### src/rtl/sbank_pkg.sv
package sbank_pkg;
  localparam int RAW_W     = 8;
  localparam int PRIO_W    = RAW_W + 2;
  localparam int GRP_W     = 3;
  localparam int FIRST_IRQ = 16;
  localparam logic signed [PRIO_W-1:0] PRIO_NONE = 10'sd256;

  typedef struct packed {
    logic                     en;
    logic                     pend;
    logic                     act;
    logic                     tgt_ns;
    logic signed [PRIO_W-1:0] prio;
  } exc_ent_t;

  function automatic logic num_banked(input int unsigned n);
    return (n == 3) || (n == 4) || (n == 6) || (n == 11) || (n == 14) || (n == 15);
  endfunction

  // Target state of a non-banked entry (1 = secure)
  function automatic logic num_to_secure(input int unsigned n, input logic tgt_ns,
                                         input logic sec_on, input logic ns_faults);
    if (!sec_on)               return 1'b0;
    if (n >= FIRST_IRQ)        return !tgt_ns;
    if ((n == 2) || (n == 5))  return !ns_faults;
    if (n == 7)                return 1'b1;
    if (n == 12)               return 1'b0;
    return 1'b1;
  endfunction
endpackage

### src/rtl/sbank_table.sv
module sbank_table
  import sbank_pkg::*;
#(
  parameter int NUM_EXC = 32,
  localparam int IDX_W  = $clog2(NUM_EXC)
) (
  input  logic             clk,
  input  logic             wr_en,
  input  logic             wr_bank,
  input  logic [IDX_W-1:0] wr_idx,
  input  exc_ent_t         wr_ent,
  input  logic             rd_en,
  input  logic [IDX_W-1:0] rd_idx,
  output exc_ent_t         rd_ns,
  output exc_ent_t         rd_s
);
  exc_ent_t rd_q [2];

  // One simple dual-port memory per bank: synchronous write, registered read
  for (genvar b = 0; b < 2; b++) begin : g_bank
    exc_ent_t mem [NUM_EXC];

    always_ff @(posedge clk) begin
      if (wr_en && (wr_bank == b[0]))
        mem[wr_idx] <= wr_ent;
      if (rd_en)
        rd_q[b] <= mem[rd_idx];
    end
  end

  assign rd_ns = rd_q[0];
  assign rd_s  = rd_q[1];
endmodule

### src/rtl/sbank_grp.sv
module sbank_grp
  import sbank_pkg::*;
(
  input  logic signed [PRIO_W-1:0] raw,
  input  logic                     to_secure,
  input  logic [GRP_W-1:0]         grp_s,
  input  logic [GRP_W-1:0]         grp_ns,
  input  logic                     squash_on,
  output logic signed [PRIO_W-1:0] gprio
);
  logic [GRP_W-1:0] grp;
  logic [RAW_W:0]   mask;
  logic [RAW_W-1:0] masked;

  always_comb begin
    grp    = to_secure ? grp_s : grp_ns;
    mask   = {(RAW_W+1){1'b1}} << ({1'b0, grp} + 4'd1);
    masked = raw[RAW_W-1:0] & mask[RAW_W-1:0];
    if (raw < 0)
      gprio = raw;
    else if (squash_on && !to_secure)
      gprio = {2'b00, 1'b1, masked[RAW_W-1:1]};
    else
      gprio = {2'b00, masked};
  end
endmodule

### src/rtl/sbank_scan.sv
module sbank_scan
  import sbank_pkg::*;
#(
  parameter int NUM_EXC = 32,
  localparam int IDX_W  = $clog2(NUM_EXC)
) (
  input  logic                     clk,
  input  logic                     rst,
  input  logic                     start,
  input  logic                     sec_on,
  input  logic                     ns_faults,
  input  logic                     squash,
  input  logic [GRP_W-1:0]         grp_s,
  input  logic [GRP_W-1:0]         grp_ns,
  output logic                     rd_en,
  output logic [IDX_W-1:0]         rd_idx,
  input  exc_ent_t                 rd_ns,
  input  exc_ent_t                 rd_s,
  output logic                     busy,
  output logic                     done,
  output logic [IDX_W-1:0]         pend_num,
  output logic                     pend_sbank,
  output logic signed [PRIO_W-1:0] pend_prio,
  output logic signed [PRIO_W-1:0] act_prio
);
  localparam logic [IDX_W-1:0] LAST = IDX_W'(NUM_EXC - 1);

  logic                     running, ev_vld;
  logic [IDX_W-1:0]         ev_idx;
  logic signed [PRIO_W-1:0] best_p, best_a;
  logic [IDX_W-1:0]         best_n;
  logic                     best_s;

  logic                     s_ok, ns_tsec, sq_on;
  logic signed [PRIO_W-1:0] gp_s, gp_n;
  logic signed [PRIO_W-1:0] p1, p2, a1, a2;
  logic [IDX_W-1:0]         n1, n2;
  logic                     s1, s2;
  logic                     unused_ok;

  assign unused_ok = &{1'b0, rd_s.tgt_ns};
  assign rd_en = running;
  assign busy  = running | ev_vld;
  assign sq_on = squash & sec_on;

  always_comb begin
    s_ok    = sec_on && num_banked(int'(ev_idx));
    ns_tsec = !num_banked(int'(ev_idx)) &&
              num_to_secure(int'(ev_idx), rd_ns.tgt_ns, sec_on, ns_faults);
  end

  // Group priority for each bank: the secure copy always targets secure state
  for (genvar b = 0; b < 2; b++) begin : g_grp
    if (b == 1) begin : g_sec
      sbank_grp u_grp (.raw(rd_s.prio), .to_secure(1'b1), .grp_s(grp_s),
                       .grp_ns(grp_ns), .squash_on(sq_on), .gprio(gp_s));
    end else begin : g_ns
      sbank_grp u_grp (.raw(rd_ns.prio), .to_secure(ns_tsec), .grp_s(grp_s),
                       .grp_ns(grp_ns), .squash_on(sq_on), .gprio(gp_n));
    end
  end

  // Two ordered compare stages: secure copy, then non-secure copy
  always_comb begin
    p1 = best_p; n1 = best_n; s1 = best_s; a1 = best_a;
    if (s_ok && rd_s.en && rd_s.pend && (gp_s < best_p)) begin
      p1 = gp_s; n1 = ev_idx; s1 = 1'b1;
    end
    if (s_ok && rd_s.act && (gp_s < best_a))
      a1 = gp_s;
    p2 = p1; n2 = n1; s2 = s1; a2 = a1;
    if (rd_ns.en && rd_ns.pend && (gp_n < p1)) begin
      p2 = gp_n; n2 = ev_idx; s2 = 1'b0;
    end
    if (rd_ns.act && (gp_n < a1))
      a2 = gp_n;
  end

  always_ff @(posedge clk) begin
    if (rst) begin
      running    <= 1'b0;
      rd_idx     <= '0;
      ev_vld     <= 1'b0;
      ev_idx     <= '0;
      best_p     <= PRIO_NONE;
      best_a     <= PRIO_NONE;
      best_n     <= '0;
      best_s     <= 1'b0;
      done       <= 1'b0;
      pend_num   <= '0;
      pend_sbank <= 1'b0;
      pend_prio  <= PRIO_NONE;
      act_prio   <= PRIO_NONE;
    end else begin
      done   <= 1'b0;
      ev_vld <= running;
      ev_idx <= rd_idx;
      if (start && !busy) begin
        running <= 1'b1;
        rd_idx  <= IDX_W'(1);
        best_p  <= PRIO_NONE;
        best_a  <= PRIO_NONE;
        best_n  <= '0;
        best_s  <= 1'b0;
      end else if (running) begin
        rd_idx <= rd_idx + 1'b1;
        if (rd_idx == LAST)
          running <= 1'b0;
      end
      if (ev_vld) begin
        best_p <= p2; best_n <= n2; best_s <= s2; best_a <= a2;
        if (ev_idx == LAST) begin
          pend_prio  <= p2;
          pend_num   <= n2;
          pend_sbank <= s2;
          act_prio   <= a2;
          done       <= 1'b1;
        end
      end
    end
  end

  assert_done_pulse_R2: assert property (@(posedge clk) disable iff (rst)
    done |=> !done);

  assert_empty_zero_R11: assert property (@(posedge clk) disable iff (rst)
    (done && (pend_prio == PRIO_NONE)) |-> ((pend_num == '0) && !pend_sbank));

  assert_sbank_banked_R6: assert property (@(posedge clk) disable iff (rst)
    (done && pend_sbank) |-> num_banked(int'(pend_num)));

  assert_squash_floor_R4: assert property (@(posedge clk) disable iff (rst)
    (ev_vld && sq_on && !ns_tsec && (rd_ns.prio >= 0)) |-> (gp_n >= 10'sd128));

  assert_neg_pass_R5: assert property (@(posedge clk) disable iff (rst)
    (ev_vld && (rd_s.prio < 0)) |-> (gp_s == rd_s.prio));

  assert_prio_bound_R1: assert property (@(posedge clk) disable iff (rst)
    (pend_prio <= PRIO_NONE) && (act_prio <= PRIO_NONE));
endmodule

### src/rtl/sbank_prio_resolver.sv
module sbank_prio_resolver
  import sbank_pkg::*;
#(
  parameter int NUM_EXC = 32,
  localparam int IDX_W  = $clog2(NUM_EXC)
) (
  input  logic                     clk,
  input  logic                     rst,
  input  logic                     wr_en,
  input  logic                     wr_bank,
  input  logic [IDX_W-1:0]         wr_num,
  input  logic                     wr_enable,
  input  logic                     wr_pend,
  input  logic                     wr_act,
  input  logic                     wr_tgt_ns,
  input  logic signed [PRIO_W-1:0] wr_prio,
  input  logic                     cfg_sec_on,
  input  logic                     cfg_ns_faults,
  input  logic                     cfg_squash,
  input  logic [GRP_W-1:0]         grp_s,
  input  logic [GRP_W-1:0]         grp_ns,
  input  logic                     start,
  output logic                     busy,
  output logic                     done,
  output logic [IDX_W-1:0]         pend_num,
  output logic                     pend_sbank,
  output logic signed [PRIO_W-1:0] pend_prio,
  output logic signed [PRIO_W-1:0] act_prio
);
  exc_ent_t         wr_ent, rd_ns, rd_s;
  logic             rd_en;
  logic [IDX_W-1:0] rd_idx;

  assign wr_ent = '{en: wr_enable, pend: wr_pend, act: wr_act,
                    tgt_ns: wr_tgt_ns, prio: wr_prio};

  sbank_table #(.NUM_EXC(NUM_EXC)) u_table (
    .clk(clk), .wr_en(wr_en), .wr_bank(wr_bank), .wr_idx(wr_num), .wr_ent(wr_ent),
    .rd_en(rd_en), .rd_idx(rd_idx), .rd_ns(rd_ns), .rd_s(rd_s));

  sbank_scan #(.NUM_EXC(NUM_EXC)) u_scan (
    .clk(clk), .rst(rst), .start(start), .sec_on(cfg_sec_on),
    .ns_faults(cfg_ns_faults), .squash(cfg_squash), .grp_s(grp_s), .grp_ns(grp_ns),
    .rd_en(rd_en), .rd_idx(rd_idx), .rd_ns(rd_ns), .rd_s(rd_s),
    .busy(busy), .done(done), .pend_num(pend_num), .pend_sbank(pend_sbank),
    .pend_prio(pend_prio), .act_prio(act_prio));

  assert_start_busy_R2: assert property (@(posedge clk) disable iff (rst)
    (start && !busy) |=> busy);
endmodule

### config.mk
export PLATFORM = sky130hd
export DESIGN_NAME = sbank_prio_resolver
export DESIGN_NICKNAME = d
export VERILOG_FILES = /design/src/rtl/sbank_pkg.sv /design/src/rtl/sbank_table.sv /design/src/rtl/sbank_grp.sv /design/src/rtl/sbank_scan.sv /design/src/rtl/sbank_prio_resolver.sv
export SDC_FILE = /design/constraint.sdc
export NUM_CORES = 1
export LEC_CHECK = 0
export BUFFER_PORTS_ARGS = -buffer_cell sky130_fd_sc_hd__buf_2
export CORE_MARGIN = 4
export CORE_UTILIZATION = 57
export CTS_CLUSTER_DIAMETER = 200
export DETAILED_ROUTE_END_ITERATION = 10
export PLACE_DENSITY = 0.8
export SYNTH_ARGS = -nofsm -noshare
export SYNTH_HDL_FRONTEND = slang
export SYNTH_SLANG_ARGS = --single-unit
### constraint.sdc
create_clock -name clk -period 5.12 [get_ports clk]
set_clock_uncertainty 0.05 [all_clocks]
set_input_delay 0.512 -clock clk [delete_from_list [all_inputs] [get_ports clk]]
set_output_delay 0.512 -clock clk [all_outputs]
set_load 0.02 [all_outputs]
==> flow_summary.json <==
{
  "worstRegToRegCells": 22,
  "p_comb_share_pct": 6.5,
  "clockBufferDepth": 3,
  "core.rowCount": 95,
  "synth_most_common_cell": "edfxtp_1",
  "syn-cell-area_um2": 38600,
  "nNetsFinal": 2198,
  "synthTopCellsByArea": "edfxtp_1 (69%), mux4_2 (16%), dfxtp_1 (3.4%)",
  "syn_avg_cell_area_um2": 20.1,
  "drtAntennaViolNets": 0,
  "coreArea_um2": 67200,
  "max_stage_delay_ps": 470,
  "cp_slowest_cell": "edfxtp_1",
  "numCtsBuffers": 92,
  "yosysWarnings": 0,
  "drive_above_1_share_pct": 31.6,
  "synth_compound_area_share_pct": 3.26,
  "synthArstFlopShare_pct": 0,
  "power.share.switching_pct": 21.9,
  "reg2reg_to": "u_scan.best_n[0]",
  "slew_headroom_pct": 10.7,
  "crit_family": "compound AO/OA/AOI/OAI gates",
  "synth-simple-area-share_pct": 3.70,
  "synth_edf_count": 891,
  "drtIter0Drc": 2685,
  "start_util_pct": 57.5,
  "p_per_area_nw_per_um2": 376,
  "synth_nets": 1997,
  "fin_crit_sh_pct": 96.2,
  "cts_tree": "built",
  "pre_cts_slack_ps": -198,
  "die-width_um": 268,
  "grt_max_degree": 65,
  "final_area_um2": 43900,
  "outcome": "completed",
  "p_leak_uw": 0.0140,
  "drc": 0,
  "gp_congestion": 0.909,
  "syn_to_final_growth_pct": 13.7,
  "synth_largest_area_cell": "edfxtp_1",
  "grt_pass1_vias": 20800,
  "first_pass_iters": 6,
  "vias_per_cell": 6.60,
  "period_needed_ps": 4920,
  "synth-xor-area-share_pct": 0.0907,
  "pin_count": 61,
  "synthDistinctLibCells": 75,
  "synth_fa_ha_area_share_pct": 1.36,
  "cp.required_ps": 5590,
  "ff2ff_setup_slack_ps": 200,
  "dp_hpwl_um": 53900,
  "cp-startpoint": "u_table.rd_q[0][23]",
  "setup_viol": 0,
  "wl_met3_um": 7560,
  "setup.worst_path.class": "flop to flop",
  "postCtsHoldBufs": 0,
  "r2r_start": "u_table.rd_q[0][23]",
  "top_layer": "met4",
  "clock-sinks": 956,
  "synth.ff_latch_count": 956,
  "ys_seq_area_share_pct": 72.6,
  "setup_ws_ps": 196,
  "min_from": "start",
  "synth_top_area_share_pct": 69.3,
  "clock_power_share_pct": 41.0,
  "whs_path_depth": 3,
  "worstSetupEndpointType": "flop",
  "drt_wl_total_um": 93600,
  "die_area_um2": 72000,
  "placedInstanceArea_um2": 40800,
  "root_buffer": "clkbuf_16",
  "ir_drop_v": 0.000275,
  "drt-met1-wl_um": 36400,
  "slew_violations": 0,
  "vias": 20300,
  "synthFlopType": "edfxtp_1",
  "grt-ovfl-total": 0,
  "fp.dieH_um": 268,
  "clkSlewWorstSetupHoldPaths_ps": 60,
  "seq_power_share_pct": 52.5,
  "insertion_delay_ps": 660,
  "cp_common_cell": "buf_4",
  "antenna_found_initial": 3,
  "htreeDepth": 3,
  "path_cells": "buf_4, and2_2, ha_1, nand4_1, nor2_1, o2111ai_2, o21ai_4, mux2i_4, buf_12, buf_4, mux2_2, inv_1, ha_1, a21oi_1, o21ai_0, nand2b_1, and4_1, o211ai_1, a21o_1, buf_4, a41o_1, a22o_1",
  "path_buf_inv": 5,
  "grtUsageTotal_pct": 26.6,
  "critical_path_arrival_ps": 5400,
  "hold_violations": 0,
  "portBuffers": 60,
  "fmax_mhz": 203,
  "grt_pass1_wl_um": 140000,
  "syn_inst": 1922,
  "startpoint_type": "flop",
  "holdCritPathClass": "primary input to flop",
  "synth_common_cells": "edfxtp_1 (891), mux4_2 (270), nor2_1 (101)",
  "met2_length_um": 47100,
  "drv_cap": 0,
  "tightest_slew_ps": 1340,
  "internal-power_uw": 12900,
  "whs_endpoint": "u_scan.rd_en",
  "worst-path-stages": 22,
  "muxShareOfSynthArea_pct": 17.5,
  "synth_top_family_by_area": "multiplexers",
  "switchingPower_uw": 3610,
  "route.detailed.wl_per_inst_um": 30.5,
  "crit_fanout": 10
}
stage by stage:
step,power (µW),TNS (ps),instances,hold WS [ps],util (%)
after global placement,9840,-1600,2897,411,60.8
after detailed placement,9870,-4910,2897,416,60.8
after CTS,16600,0,3065,148,65.2
final,16500,0,3072,171,65.4
after floorplan,9440,0,1922,390,-
after global routing,17000,-722,3072,194,65.4
tightest hold or removal path, cell delays in order:
cell,delay [ps]
buf_2,140
nand2_1,80
a21oi_1,70
final cells by class:
| cell class | instances | area (µm²) |
|---|---|---|
| flip-flops and latches | 956 | 28100 |
| fillers | 4214 | 23200 |
| multi-input cells | 825 | 10100 |
| clock buffers | 114 | 2430 |
| repair buffers | 202 | 1490 |
| well taps | 873 | 1090 |
| clock inverters | 54 | 548 |
| inverters | 46 | 173 |
| diodes | 2 | 5.00 |
cell usage in the layout (no fill, tap or decap), types with 5 or more instances in the layout:
master	instances
edfxtp_1	891
mux4_2	271
buf_4	132
clkbuf_16	94
nor2_1	91
buf_2	60
dfxtp_1	59
nand2_1	57
inv_1	46
mux2_2	41
ha_1	41
a21oi_1	34
nand3b_1	30
clkbuf_1	20
nor2b_1	19
nand3_1	19
o21ai_0	18
clkinv_1	18
mux2i_1	15
nor3_1	14
o211ai_1	13
clkinv_2	13
nand2b_1	11
nand4_1	11
nor2_2	11
buf_12	10
and2_1	9
bufinv_16	8
a211oi_1	7
o31ai_1	7
a311oi_1	6
a22o_1	6
a21o_1	5
a211o_1	5
power groups by stage:
stage               clock [µW]  combinational [µW]  sequential (µW)
CTS                       6840                1070             8670
global route              7190                1150             8670
floorplan                    0                 650             8790
finish                    6760                1070             8670
detailed placement           0                1040             8840
global placement             0                1010             8830
kinds of logic (layout without fill, tap and decap cells):
| family | after synthesis | after routing |
|---|---|---|
| buf+inv | 141 | 416 |
| simple gates | 291 | 291 |
| mux | 330 | 330 |
| flops | 956 | 956 |
| other cells | 0 | 2 |
| compound gates | 158 | 158 |
| xor+xnor | 4 | 4 |
| fa+ha+maj | 42 | 42 |
sequential cells by signal, indices dropped and copies added (netlist names), 5 cells and up:
name	count
u_table.rd_q	27
u_scan.best_p	10
u_table.g_bank.mem	864
u_scan.pend_prio	10
u_scan.rd_idx	5
u_scan.best_a	10
u_scan.ev_idx	5
u_scan.best_n	5
u_scan.act_prio	10
u_scan.pend_num	5
how the worst max path moves through the flow:
stage / endpoint
after CTS: u_scan.act_prio[7]
final: u_scan.best_n[0]
after floorplan: u_scan.best_p[4]
after detailed placement: u_scan.pend_prio[4]
after global placement: u_scan.act_prio[7]
after global routing: u_scan.pend_prio[0]
timing repair:
| action | 4_1_cts | 5_1_grt |
|---|---|---|
| setup endpoints to repair | 0 | 52 |
| setup buffers | 0 | 5 |
| gates resized for setup | 0 | 19 |
routing by layer:
metal  GRT usage [%]  vias to the layer above
met2            44.1                     1184
met5               0                        -
met3            4.42                      173
li1                -                     8362
met4            8.11                        0
met1            37.3                    10600
No activity file was read; power rests on OpenSTA's default activity.
